$ cat src/rtl/rr_pkg.sv
package rr_pkg;
  localparam int unsigned RR_ARCH_REGS = 8;
  localparam int unsigned RR_PHYS_REGS = 16;

  function automatic int unsigned rr_idx_w(input int unsigned n);
    return (n > 1) ? $clog2(n) : 1;
  endfunction
endpackage

$ cat src/rtl/rr_free_list.sv
module rr_free_list
  import rr_pkg::*;
#(
  parameter int unsigned NUM_ARCH = RR_ARCH_REGS,
  parameter int unsigned NUM_PHYS = RR_PHYS_REGS,
  localparam int unsigned PW   = rr_idx_w(NUM_PHYS),
  localparam int unsigned DEPTH = NUM_PHYS - NUM_ARCH,
  localparam int unsigned CW   = $clog2(DEPTH + 1)
) (
  input  logic          clk,
  input  logic          rst_n,
  input  logic          pop_i,
  input  logic          push_i,
  input  logic [PW-1:0] push_id_i,
  output logic [PW-1:0] head_id_o,
  output logic [CW-1:0] count_o
);
  localparam int unsigned QW = rr_idx_w(DEPTH);

  logic [PW-1:0] slot_q [DEPTH];
  logic [QW-1:0] head_q, head_d, tail_q, tail_d;
  logic [CW-1:0] cnt_q, cnt_d;

  always_comb begin
    head_d = head_q;
    tail_d = tail_q;
    cnt_d  = cnt_q;
    if (pop_i)  head_d = (head_q == QW'(DEPTH - 1)) ? '0 : head_q + 1'b1;
    if (push_i) tail_d = (tail_q == QW'(DEPTH - 1)) ? '0 : tail_q + 1'b1;
    if (pop_i && !push_i) cnt_d = cnt_q - 1'b1;
    if (push_i && !pop_i) cnt_d = cnt_q + 1'b1;
  end

  always_ff @(posedge clk or negedge rst_n) begin
    if (!rst_n) begin
      head_q <= '0;
      tail_q <= '0;
      cnt_q  <= CW'(DEPTH);
    end else begin
      head_q <= head_d;
      tail_q <= tail_d;
      cnt_q  <= cnt_d;
    end
  end

  for (genvar g = 0; g < DEPTH; g++) begin : g_slot
    always_ff @(posedge clk or negedge rst_n) begin
      if (!rst_n)                                  slot_q[g] <= PW'(NUM_ARCH + g);
      else if (push_i && tail_q == QW'(g))         slot_q[g] <= push_id_i;
    end
  end

  assign head_id_o = slot_q[head_q];
  assign count_o   = cnt_q;


  no_underflow_chk: assert property (@(posedge clk) disable iff (!rst_n)
    pop_i |-> (cnt_q != '0));

  no_overflow_chk: assert property (@(posedge clk) disable iff (!rst_n)
    (push_i && !pop_i) |-> (cnt_q != CW'(DEPTH)));

  count_track_chk: assert property (@(posedge clk) disable iff (!rst_n)
    (push_i && pop_i) |=> $stable(cnt_q));
endmodule

$ cat src/rtl/rr_map_table.sv
module rr_map_table
  import rr_pkg::*;
#(
  parameter int unsigned NUM_ARCH = RR_ARCH_REGS,
  parameter int unsigned NUM_PHYS = RR_PHYS_REGS,
  localparam int unsigned AW = rr_idx_w(NUM_ARCH),
  localparam int unsigned PW = rr_idx_w(NUM_PHYS)
) (
  input  logic          clk,
  input  logic          rst_n,
  input  logic [AW-1:0] rd0_arch_i,
  input  logic [AW-1:0] rd1_arch_i,
  input  logic [AW-1:0] rd2_arch_i,
  output logic [PW-1:0] rd0_phys_o,
  output logic [PW-1:0] rd1_phys_o,
  output logic [PW-1:0] rd2_phys_o,
  input  logic          set_en_i,
  input  logic [AW-1:0] set_arch_i,
  input  logic [PW-1:0] set_phys_i,
  input  logic          ren_en_i,
  input  logic [AW-1:0] ren_arch_i,
  input  logic [PW-1:0] ren_phys_i
);
  logic [PW-1:0] map_q [NUM_ARCH];

  for (genvar g = 0; g < NUM_ARCH; g++) begin : g_ent
    logic          we;
    logic [PW-1:0] wd;
    always_comb begin
      we = 1'b0;
      wd = map_q[g];
      if (set_en_i && set_arch_i == AW'(g)) begin
        we = 1'b1;
        wd = set_phys_i;
      end
      if (ren_en_i && ren_arch_i == AW'(g)) begin
        we = 1'b1;
        wd = ren_phys_i;
      end
    end
    always_ff @(posedge clk or negedge rst_n) begin
      if (!rst_n)  map_q[g] <= PW'(g);
      else if (we) map_q[g] <= wd;
    end
  end

  assign rd0_phys_o = map_q[rd0_arch_i];
  assign rd1_phys_o = map_q[rd1_arch_i];
  assign rd2_phys_o = map_q[rd2_arch_i];


  ren_wins_chk: assert property (@(posedge clk) disable iff (!rst_n)
    ren_en_i |=> (map_q[$past(ren_arch_i)] == $past(ren_phys_i)));
endmodule

$ cat src/rtl/rr_scoreboard.sv
module rr_scoreboard
  import rr_pkg::*;
#(
  parameter int unsigned NUM_PHYS = RR_PHYS_REGS,
  localparam int unsigned PW = rr_idx_w(NUM_PHYS)
) (
  input  logic          clk,
  input  logic          rst_n,
  input  logic [PW-1:0] rd0_i,
  input  logic [PW-1:0] rd1_i,
  output logic          rdy0_o,
  output logic          rdy1_o,
  input  logic          set_en_i,
  input  logic [PW-1:0] set_idx_i,
  input  logic          clr_en_i,
  input  logic [PW-1:0] clr_idx_i
);
  logic [NUM_PHYS-1:0] bits_q, bits_d;

  always_comb begin
    bits_d = bits_q;
    if (set_en_i) bits_d[set_idx_i] = 1'b1;
    if (clr_en_i) bits_d[clr_idx_i] = 1'b0;
  end

  always_ff @(posedge clk or negedge rst_n) begin
    if (!rst_n) bits_q <= '1;
    else        bits_q <= bits_d;
  end

  assign rdy0_o = bits_q[rd0_i];
  assign rdy1_o = bits_q[rd1_i];


  clr_wins_chk: assert property (@(posedge clk) disable iff (!rst_n)
    clr_en_i |=> !bits_q[$past(clr_idx_i)]);

  wake_chk: assert property (@(posedge clk) disable iff (!rst_n)
    (set_en_i && !(clr_en_i && clr_idx_i == set_idx_i)) |=> bits_q[$past(set_idx_i)]);
endmodule

$ cat src/rtl/reg_renamer.sv
module reg_renamer
  import rr_pkg::*;
#(
  parameter int unsigned NUM_ARCH = RR_ARCH_REGS,
  parameter int unsigned NUM_PHYS = RR_PHYS_REGS,
  localparam int unsigned AW = rr_idx_w(NUM_ARCH),
  localparam int unsigned PW = rr_idx_w(NUM_PHYS),
  localparam int unsigned CW = $clog2(NUM_PHYS - NUM_ARCH + 1)
) (
  input  logic          clk,
  input  logic          rst_n,
  input  logic          req_valid,
  output logic          req_ready,
  input  logic [AW-1:0] src0_arch,
  input  logic [AW-1:0] src1_arch,
  input  logic          dst_valid,
  input  logic [AW-1:0] dst_arch,
  output logic          rsp_valid,
  output logic          rsp_blocked,
  output logic [PW-1:0] src0_phys,
  output logic          src0_rdy,
  output logic [PW-1:0] src1_phys,
  output logic          src1_rdy,
  output logic [PW-1:0] dst_new_phys,
  output logic [PW-1:0] dst_old_phys,
  input  logic          set_en,
  input  logic [AW-1:0] set_arch,
  input  logic [PW-1:0] set_phys,
  input  logic          ret_en,
  input  logic [PW-1:0] ret_phys,
  input  logic          wake_en,
  input  logic [PW-1:0] wake_phys
);
  logic          ready_q;
  logic          take, alloc, refuse;
  logic [PW-1:0] head_id, s0_p, s1_p, d_old;
  logic          s0_r, s1_r;
  logic [CW-1:0] free_cnt;

  assign take   = req_valid && ready_q;
  assign alloc  = take && dst_valid && (free_cnt != '0);
  assign refuse = take && dst_valid && (free_cnt == '0);

  rr_free_list #(.NUM_ARCH(NUM_ARCH), .NUM_PHYS(NUM_PHYS)) free_i (
    .clk(clk), .rst_n(rst_n), .pop_i(alloc), .push_i(ret_en),
    .push_id_i(ret_phys), .head_id_o(head_id), .count_o(free_cnt));

  rr_map_table #(.NUM_ARCH(NUM_ARCH), .NUM_PHYS(NUM_PHYS)) map_i (
    .clk(clk), .rst_n(rst_n),
    .rd0_arch_i(src0_arch), .rd1_arch_i(src1_arch), .rd2_arch_i(dst_arch),
    .rd0_phys_o(s0_p), .rd1_phys_o(s1_p), .rd2_phys_o(d_old),
    .set_en_i(set_en), .set_arch_i(set_arch), .set_phys_i(set_phys),
    .ren_en_i(alloc), .ren_arch_i(dst_arch), .ren_phys_i(head_id));

  rr_scoreboard #(.NUM_PHYS(NUM_PHYS)) sb_i (
    .clk(clk), .rst_n(rst_n), .rd0_i(s0_p), .rd1_i(s1_p),
    .rdy0_o(s0_r), .rdy1_o(s1_r),
    .set_en_i(wake_en), .set_idx_i(wake_phys),
    .clr_en_i(alloc), .clr_idx_i(head_id));

  logic          vld_d, blk_d, r0_d, r1_d;
  logic [PW-1:0] p0_d, p1_d, nw_d, od_d;

  always_comb begin
    vld_d = take;
    blk_d = refuse;
    p0_d  = s0_p;
    p1_d  = s1_p;
    r0_d  = s0_r;
    r1_d  = s1_r;
    nw_d  = alloc ? head_id : '0;
    od_d  = alloc ? d_old   : '0;
  end

  always_ff @(posedge clk or negedge rst_n) begin
    if (!rst_n) begin
      ready_q   <= 1'b0;
      rsp_valid <= 1'b0;
    end else begin
      ready_q   <= 1'b1;
      rsp_valid <= vld_d;
    end
  end

  always_ff @(posedge clk or negedge rst_n) begin
    if (!rst_n) begin
      rsp_blocked  <= 1'b0;
      src0_phys    <= '0;
      src1_phys    <= '0;
      src0_rdy     <= 1'b0;
      src1_rdy     <= 1'b0;
      dst_new_phys <= '0;
      dst_old_phys <= '0;
    end else if (take) begin
      rsp_blocked  <= blk_d;
      src0_phys    <= p0_d;
      src1_phys    <= p1_d;
      src0_rdy     <= r0_d;
      src1_rdy     <= r1_d;
      dst_new_phys <= nw_d;
      dst_old_phys <= od_d;
    end
  end

  assign req_ready = ready_q;


  rsp_follows_req_chk: assert property (@(posedge clk) disable iff (!rst_n)
    (req_valid && req_ready) |=> rsp_valid);

  rsp_only_after_req_chk: assert property (@(posedge clk) disable iff (!rst_n)
    !(req_valid && req_ready) |=> !rsp_valid);

  blocked_no_dst_chk: assert property (@(posedge clk) disable iff (!rst_n)
    (rsp_valid && rsp_blocked) |-> (dst_new_phys == '0 && dst_old_phys == '0));

  blocked_keeps_free_chk: assert property (@(posedge clk) disable iff (!rst_n)
    (refuse && !ret_en) |=> $stable(free_cnt));
endmodule

$ cat config.mk
export PLATFORM = sky130hd
export DESIGN_NAME = reg_renamer
export DESIGN_NICKNAME = d
export VERILOG_FILES = /design/src/rtl/rr_pkg.sv /design/src/rtl/rr_free_list.sv /design/src/rtl/rr_map_table.sv /design/src/rtl/rr_scoreboard.sv /design/src/rtl/reg_renamer.sv
export SDC_FILE = /design/constraint.sdc
export NUM_CORES = 1
export LEC_CHECK = 0
export BUFFER_PORTS_ARGS = -buffer_cell sky130_fd_sc_hd__buf_4
export CAP_MARGIN = 25
export CORE_AREA = 5 5 105 132
export CTS_CLUSTER_SIZE = 28
export DETAILED_ROUTE_END_ITERATION = 8
export DIE_AREA = 0 0 110 137
export PLACE_DENSITY = 0.69
export SLEW_MARGIN = 0
export SYNTH_ARGS = -nofsm -noshare
export SYNTH_HDL_FRONTEND = slang
export SYNTH_SLANG_ARGS = --single-unit
$ cat constraint.sdc
create_clock -name clk -period 3.4 [get_ports clk]
set_input_delay 0 -clock clk [delete_from_list [all_inputs] [get_ports clk]]
set_output_delay 0 -clock clk [all_outputs]
set_load 0.03 [all_outputs]
-- Yosys cells after proc, flatten, opt, wreduce, memory -nomap -nowiden
Cells that the tools add are included.
- input bits: 31
- bits in registers: 111
- mux-type cells: 60
- bitwise logic cells: 7
- reductions and logical operators: 56
- order comparisons: 10
- eq/ne operators: 22
- add/sub/neg operators: 4
- operator list (operator ; number):
    $mux 4 ; 28
    $bmux 4 s3 ; 4
    $eq 3x3->1 const B ; 13
    $logic_and 1x1->1 ; 32
    $mux 16 ; 2
    $lt 4x5->1 const B ; 4
    $mux 1 ; 20
    $eq 3x2->1 const B ; 6
    $reduce_bool 2->1 ; 9
    $and 16x16->16 ; 1
    $ge 4x4->1 const B ; 4
    $not 16->16 ; 1
    $not 3->4 ; 4
    $or 16x16->16 ; 1
    $reduce_and 2->1 ; 8
    $eq 3x1->1 const B ; 3
    $logic_not 3->1 ; 3
    $bmux 1 s4 ; 2
    $demux 1 s4 ; 2
    $ge 4x1->1 const B ; 2
    $add 3x1->3 const B ; 2
    $mux 3 ; 2
    $add 4x1->4 const B ; 1
    $logic_not 4->1 ; 1
    3 further kinds ; 4

-- Depth between registers and ports, before layout
- depth after elaboration: 11
- depth in mapped cells: 15
- mapped depth without buffers: 12

-- Hierarchy
Synthesis repeated with hierarchy kept, for this count alone.
- cell total of the unflattened synthesis: 492
- area total of the unflattened synthesis: 6481.2 um^2
- by module, submodules not included (module ; instances ; cells an instance ; area an instance (um^2)):
    rr_map_table ; 1 ; 208 ; 2492.4
    rr_free_list ; 1 ; 145 ; 2128.3
    rr_scoreboard ; 1 ; 80 ; 965.9
    reg_renamer ; 1 ; 59 ; 894.6

-- Worst setup path after synthesis
No wires, ideal clock.
- kind: register to register
- from: reg free_i.cnt_q[1] (netlist: free_i.count_o[1])
- to: reg free_i.cnt_q[3] (netlist: free_i.count_o[3])
- setup slack: 0.358 ns
- period minus slack after synthesis: 3.042 ns
- library setup time: 0.083 ns
- arrival: 2.960 ns
- stages on the path, launching flop included: 15
- data required time: 3.317 ns
- cells stage by stage: dfrtp_1 or4_1 and3_1 clkbuf_1 inv_2 buf_2 clkbuf_1 ha_1 inv_1 ha_1 a21o_1 a21oi_1 xnor2_1 nor2_1 xor2_1
- word-level cells in the longest chain between the ends: 5
- elaborated cells between the ends (all ways): 10
- ends and longest elaborated chain (item ; line ; source):
    start, declared ; rr_free_list.sv:22 ; logic [CW-1:0] cnt_q, cnt_d;
    start signal, assigned ; rr_free_list.sv:38 ; cnt_q <= CW'(DEPTH);
    start signal, assigned ; rr_free_list.sv:42 ; cnt_q <= cnt_d;
    parallel branches: the longest is 5 deep, another holds $sub 4x1->4 ; n/a ;
Parallel ways; which one is timed is not known. The select of a mux whose other input is x is not followed.
A chain may end at the register's enable or synchronous reset.

-- Worst setup path after layout
- from: reg free_i.cnt_q[0] (netlist: free_i.count_o[0])
- to: reg free_i.cnt_q[3] (netlist: free_i.count_o[3])
The elaborated chain is that of the path after synthesis.

==> impl_metrics.env <==
export IMPL_slowest_stage="or4_1"
export IMPL_worstPathCellList="or4_1, and3_1, inv_2, ha_1, inv_1, ha_1, a21o_1, a21oi_1, xnor2_1, nor2_1, xor2_1"
export IMPL_ys_flop_type="dfrtp_1"
export IMPL_hold_viol=0
export IMPL_synth_warnings=0
export IMPL_clk_transition_reported_paths_ps=70
export IMPL_grt_ovfl_total=0
export IMPL_cts_hold_buf=14
export IMPL_cp_startpoint="free_i.count_o[0]$_DFFE_PN0P_"
export IMPL_dp_cells=733
export IMPL_synth_yosys_seq_area_share=0.456
export IMPL_rr_worst_depth=11
export IMPL_grt_pass1_vias=4666
export IMPL_holdWs_ps=16.2
export IMPL_clock_path_buffers=2
export IMPL_worstReg2RegStart="free_i.count_o[0]$_DFFE_PN0P_"
export IMPL_antenna_found_initial=0
export IMPL_core_mm2=0.0125
export IMPL_layout_commonest_cell="dfrtp_1"
export IMPL_gp_congestion=0.907
export IMPL_cts_setup_buffers=0
export IMPL_syn_area_mm2=0.00622
export IMPL_syn_to_final_growth_pct=16.1
export IMPL_crit_path_end="free_i.count_o[3]$_DFFE_PN1P_"
export IMPL_ir_drop_v=0.000502
export IMPL_port_buffers=51
export IMPL_rsz0062_at_grt="false"
export IMPL_start_kind="flop"
export IMPL_r2r_end="free_i.count_o[3]$_DFFE_PN1P_"
export IMPL_cts_tree="yes"
export IMPL_synth_seq_cells=111
export IMPL_period_minus_slack_ps=2640
export IMPL_tightest_slew_ps=1010
export IMPL_start_util=0.498
export IMPL_root_buffer="clkbuf_16"
export IMPL_slew_viol_final=0
export IMPL_relSlewSlack=0.321
export IMPL_cpPeakStageDelay_ps=530
export IMPL_synth_edf_count=0
export IMPL_critical_path_class="flop to flop"
export IMPL_die_width_um=110
export IMPL_synth_nets=572
export IMPL_grtUsageTotal=0.208
export IMPL_ios=52
export IMPL_avgSynthCellArea_um2=11.8
export IMPL_cts_resized=0
export IMPL_drt_iter0_markers=164
export IMPL_vias=4514
export IMPL_drtAntennaViolNets=0
export IMPL_p_leak_nw=3.10
export IMPL_fin_util=0.578
export IMPL_fmax_ghz=0.379
export IMPL_num_rows=46
export IMPL_cap_violations=0
export IMPL_endpoint_kind="flop"
export IMPL_cts_made_buffers=9
export IMPL_clock_sinks=111
export IMPL_seq_area_mm2=0.00284
export IMPL_cp_max_fo=8
export IMPL_worstPathRequired_ps=3670
export IMPL_wl_per_cell_um=19.4
export IMPL_postSynthCellCount=529
export IMPL_fin_cells=763
export IMPL_hold_path_class="primary input to flop"
export IMPL_power_density_mw_per_mm2=852
export IMPL_totalNegativeSetupSlack_ps=0
export IMPL_die_area_mm2=0.0151
export IMPL_cp_arrival_ps=2910
export IMPL_postPlaceCellArea_mm2=0.00677
export IMPL_htree_num_levels=3
export IMPL_final_cell_area_mm2=0.00722
export IMPL_grt_pass1_wl_um=24300
export IMPL_antenna_cells=0
export IMPL_crit_top_cell="ha_1"
export IMPL_drcViolationCount=0
export IMPL_async_flop_share=1.00
export IMPL_period_share=0.776
export IMPL_clk_latency_ps=350
export IMPL_drt_wl_total_um=14800
export IMPL_mostFrequentLayoutCells="62 x dfrtp_1, 60 x buf_4, 55 x mux2_2, 53 x nand2_1, 49 x dfstp_2"
export IMPL_finalSetupViolations=0
export IMPL_drt_pass1_iterations=4
export IMPL_grt_max_degree=40
export IMPL_vias_per_cell=5.92
export IMPL_r2r_slack_ps=760
export IMPL_multiInputGateArea_mm2=0.00324
export IMPL_die_y_um=137
export IMPL_hpwl_um=11000
export IMPL_drive_gt1_frac=0.350
export IMPL_layout_nets=633
export IMPL_status="finished, final reports clean"
export IMPL_synth_cell_types=49
export IMPL_finClkSkew_ps=12.9
export IMPL_fillerInstances=1043
==> stage by stage <==
stage               total power [W]  worst slack [ps]
floorplan                   0.00420               358
global placement            0.00493               821
detailed placement          0.00503               747
CTS                         0.00619               751
global route                0.00656               533
finish                      0.00616               762
==> cell type report <==
type / count / share of cell area
clock inverters: 6 / 0.0116
repair buffers: 74 / 0.0817
multi-input cells: 385 / 0.448
clock buffers: 10 / 0.0317
inverters: 9 / 0.00468
well taps: 168 / 0.0291
flip-flops and latches: 111 / 0.393
==> cells in the mapped netlist (2+ instances only) <==
cell type,count,area share
ha_1,11,0.022
mux2i_1,32,0.051
buf_2,4,0.0032
xnor2_1,3,0.0042
mux4_2,20,0.072
nor2b_1,22,0.022
a211oi_1,18,0.022
mux2i_4,2,0.0072
a2bb2oi_1,2,0.0028
a31oi_1,3,0.0030
nor2_1,20,0.012
mux2_2,55,0.10
nand2b_1,4,0.0040
inv_1,7,0.0042
o21a_1,2,0.0024
buf_6,2,0.0036
a2111oi_0,4,0.0056
nand4b_1,5,0.0070
and2_1,2,0.0020
and3_1,7,0.0070
nand2_1,53,0.032
nor3_1,7,0.0056
inv_2,2,0.0012
a21o_1,2,0.0024
clkbuf_1,15,0.0091
mux4_1,8,0.034
nand3_1,4,0.0032
a2111o_1,2,0.0036
a22oi_1,2,0.0024
buf_1,3,0.0018
a311o_1,2,0.0032
nor3b_1,2,0.0024
dfstp_2,49,0.21
o21ai_0,29,0.023
dfrtp_1,62,0.25
nor4b_2,2,0.0048
nand4_1,2,0.0020
a21oi_1,47,0.038
==> worst min path at each step <==
| stage | startpoint | to | slack, ps | depth (start not counted) |
|---|---|---|---|---|
| 3_3_place_gp | rst_n | map_i.map_q[9]$_DFFE_PN0P_ | -2 | 1 |
| 2_1_floorplan | rst_n | dst_new_phys[0]$_DFFE_PN0N_ | -300 | 0 |
| 4_1_cts | set_phys[3] | map_i.map_q[23]$_DFFE_PN0P_ | 0.4 | 3 |
| 3_5_place_dp | rst_n | map_i.map_q[9]$_DFFE_PN0P_ | 4 | 1 |
| 6_report | set_phys[3] | map_i.map_q[23]$_DFFE_PN0P_ | 20 | 3 |
| 5_1_grt | set_phys[3] | map_i.map_q[23]$_DFFE_PN0P_ | 20 | 3 |
==> layer usage <==
| metal | GRT usage | share of wire |
|---|---|---|
| met2 | 0.357 | 0.52 |
| met4 | 0.0901 | 0.031 |
| met5 | 0 | 0 |
| met1 | 0.260 | 0.40 |
| met3 | 0.0302 | 0.052 |
==> cells by family (layout without fill, tap and decap cells) <==
family	Yosys count	count (layout)	synth area share
adders and majority gates	12	12	0.0253
buffers and inverters	33	99	0.0231
xor gates and xnor gates	4	4	0.00563
DFF	111	111	0.456
other	1	1	0.000603
and+or+nand+nor	134	134	0.110
AOI/OAI and AO/OA	116	116	0.112
muxes	118	118	0.267
==> critical path: cells and delay by family (launching register included) <==
family / cells / cell delay (ps)
compound gates: 2 / 350
xor+xnor: 2 / 240
simple gates: 3 / 920
fa+ha+maj: 2 / 450
buf+inv: 2 / 190
flops: 1 / 430
==> sequential cells by signal (all words and copies together), names as in the netlist <==
signal and cells:
dst_new_phys 4, dst_old_phys 4, free_i.count_o 4, free_i.head_q 3, free_i.slot_q 32, free_i.tail_q 3
map_i.map_q 32, req_ready 1, rsp_blocked 1, rsp_valid 1, sb_i.bits_q 16, src0_phys 4
src0_rdy 1, src1_phys 4, src1_rdy 1
==> where the power goes <==
group          switching, W  total [W]  internal, W
registers          0.000474    0.00254      0.00207
clock network      0.000478    0.00112     0.000646
logic               0.00127    0.00249      0.00122
(Power assumes the default switching activity.)
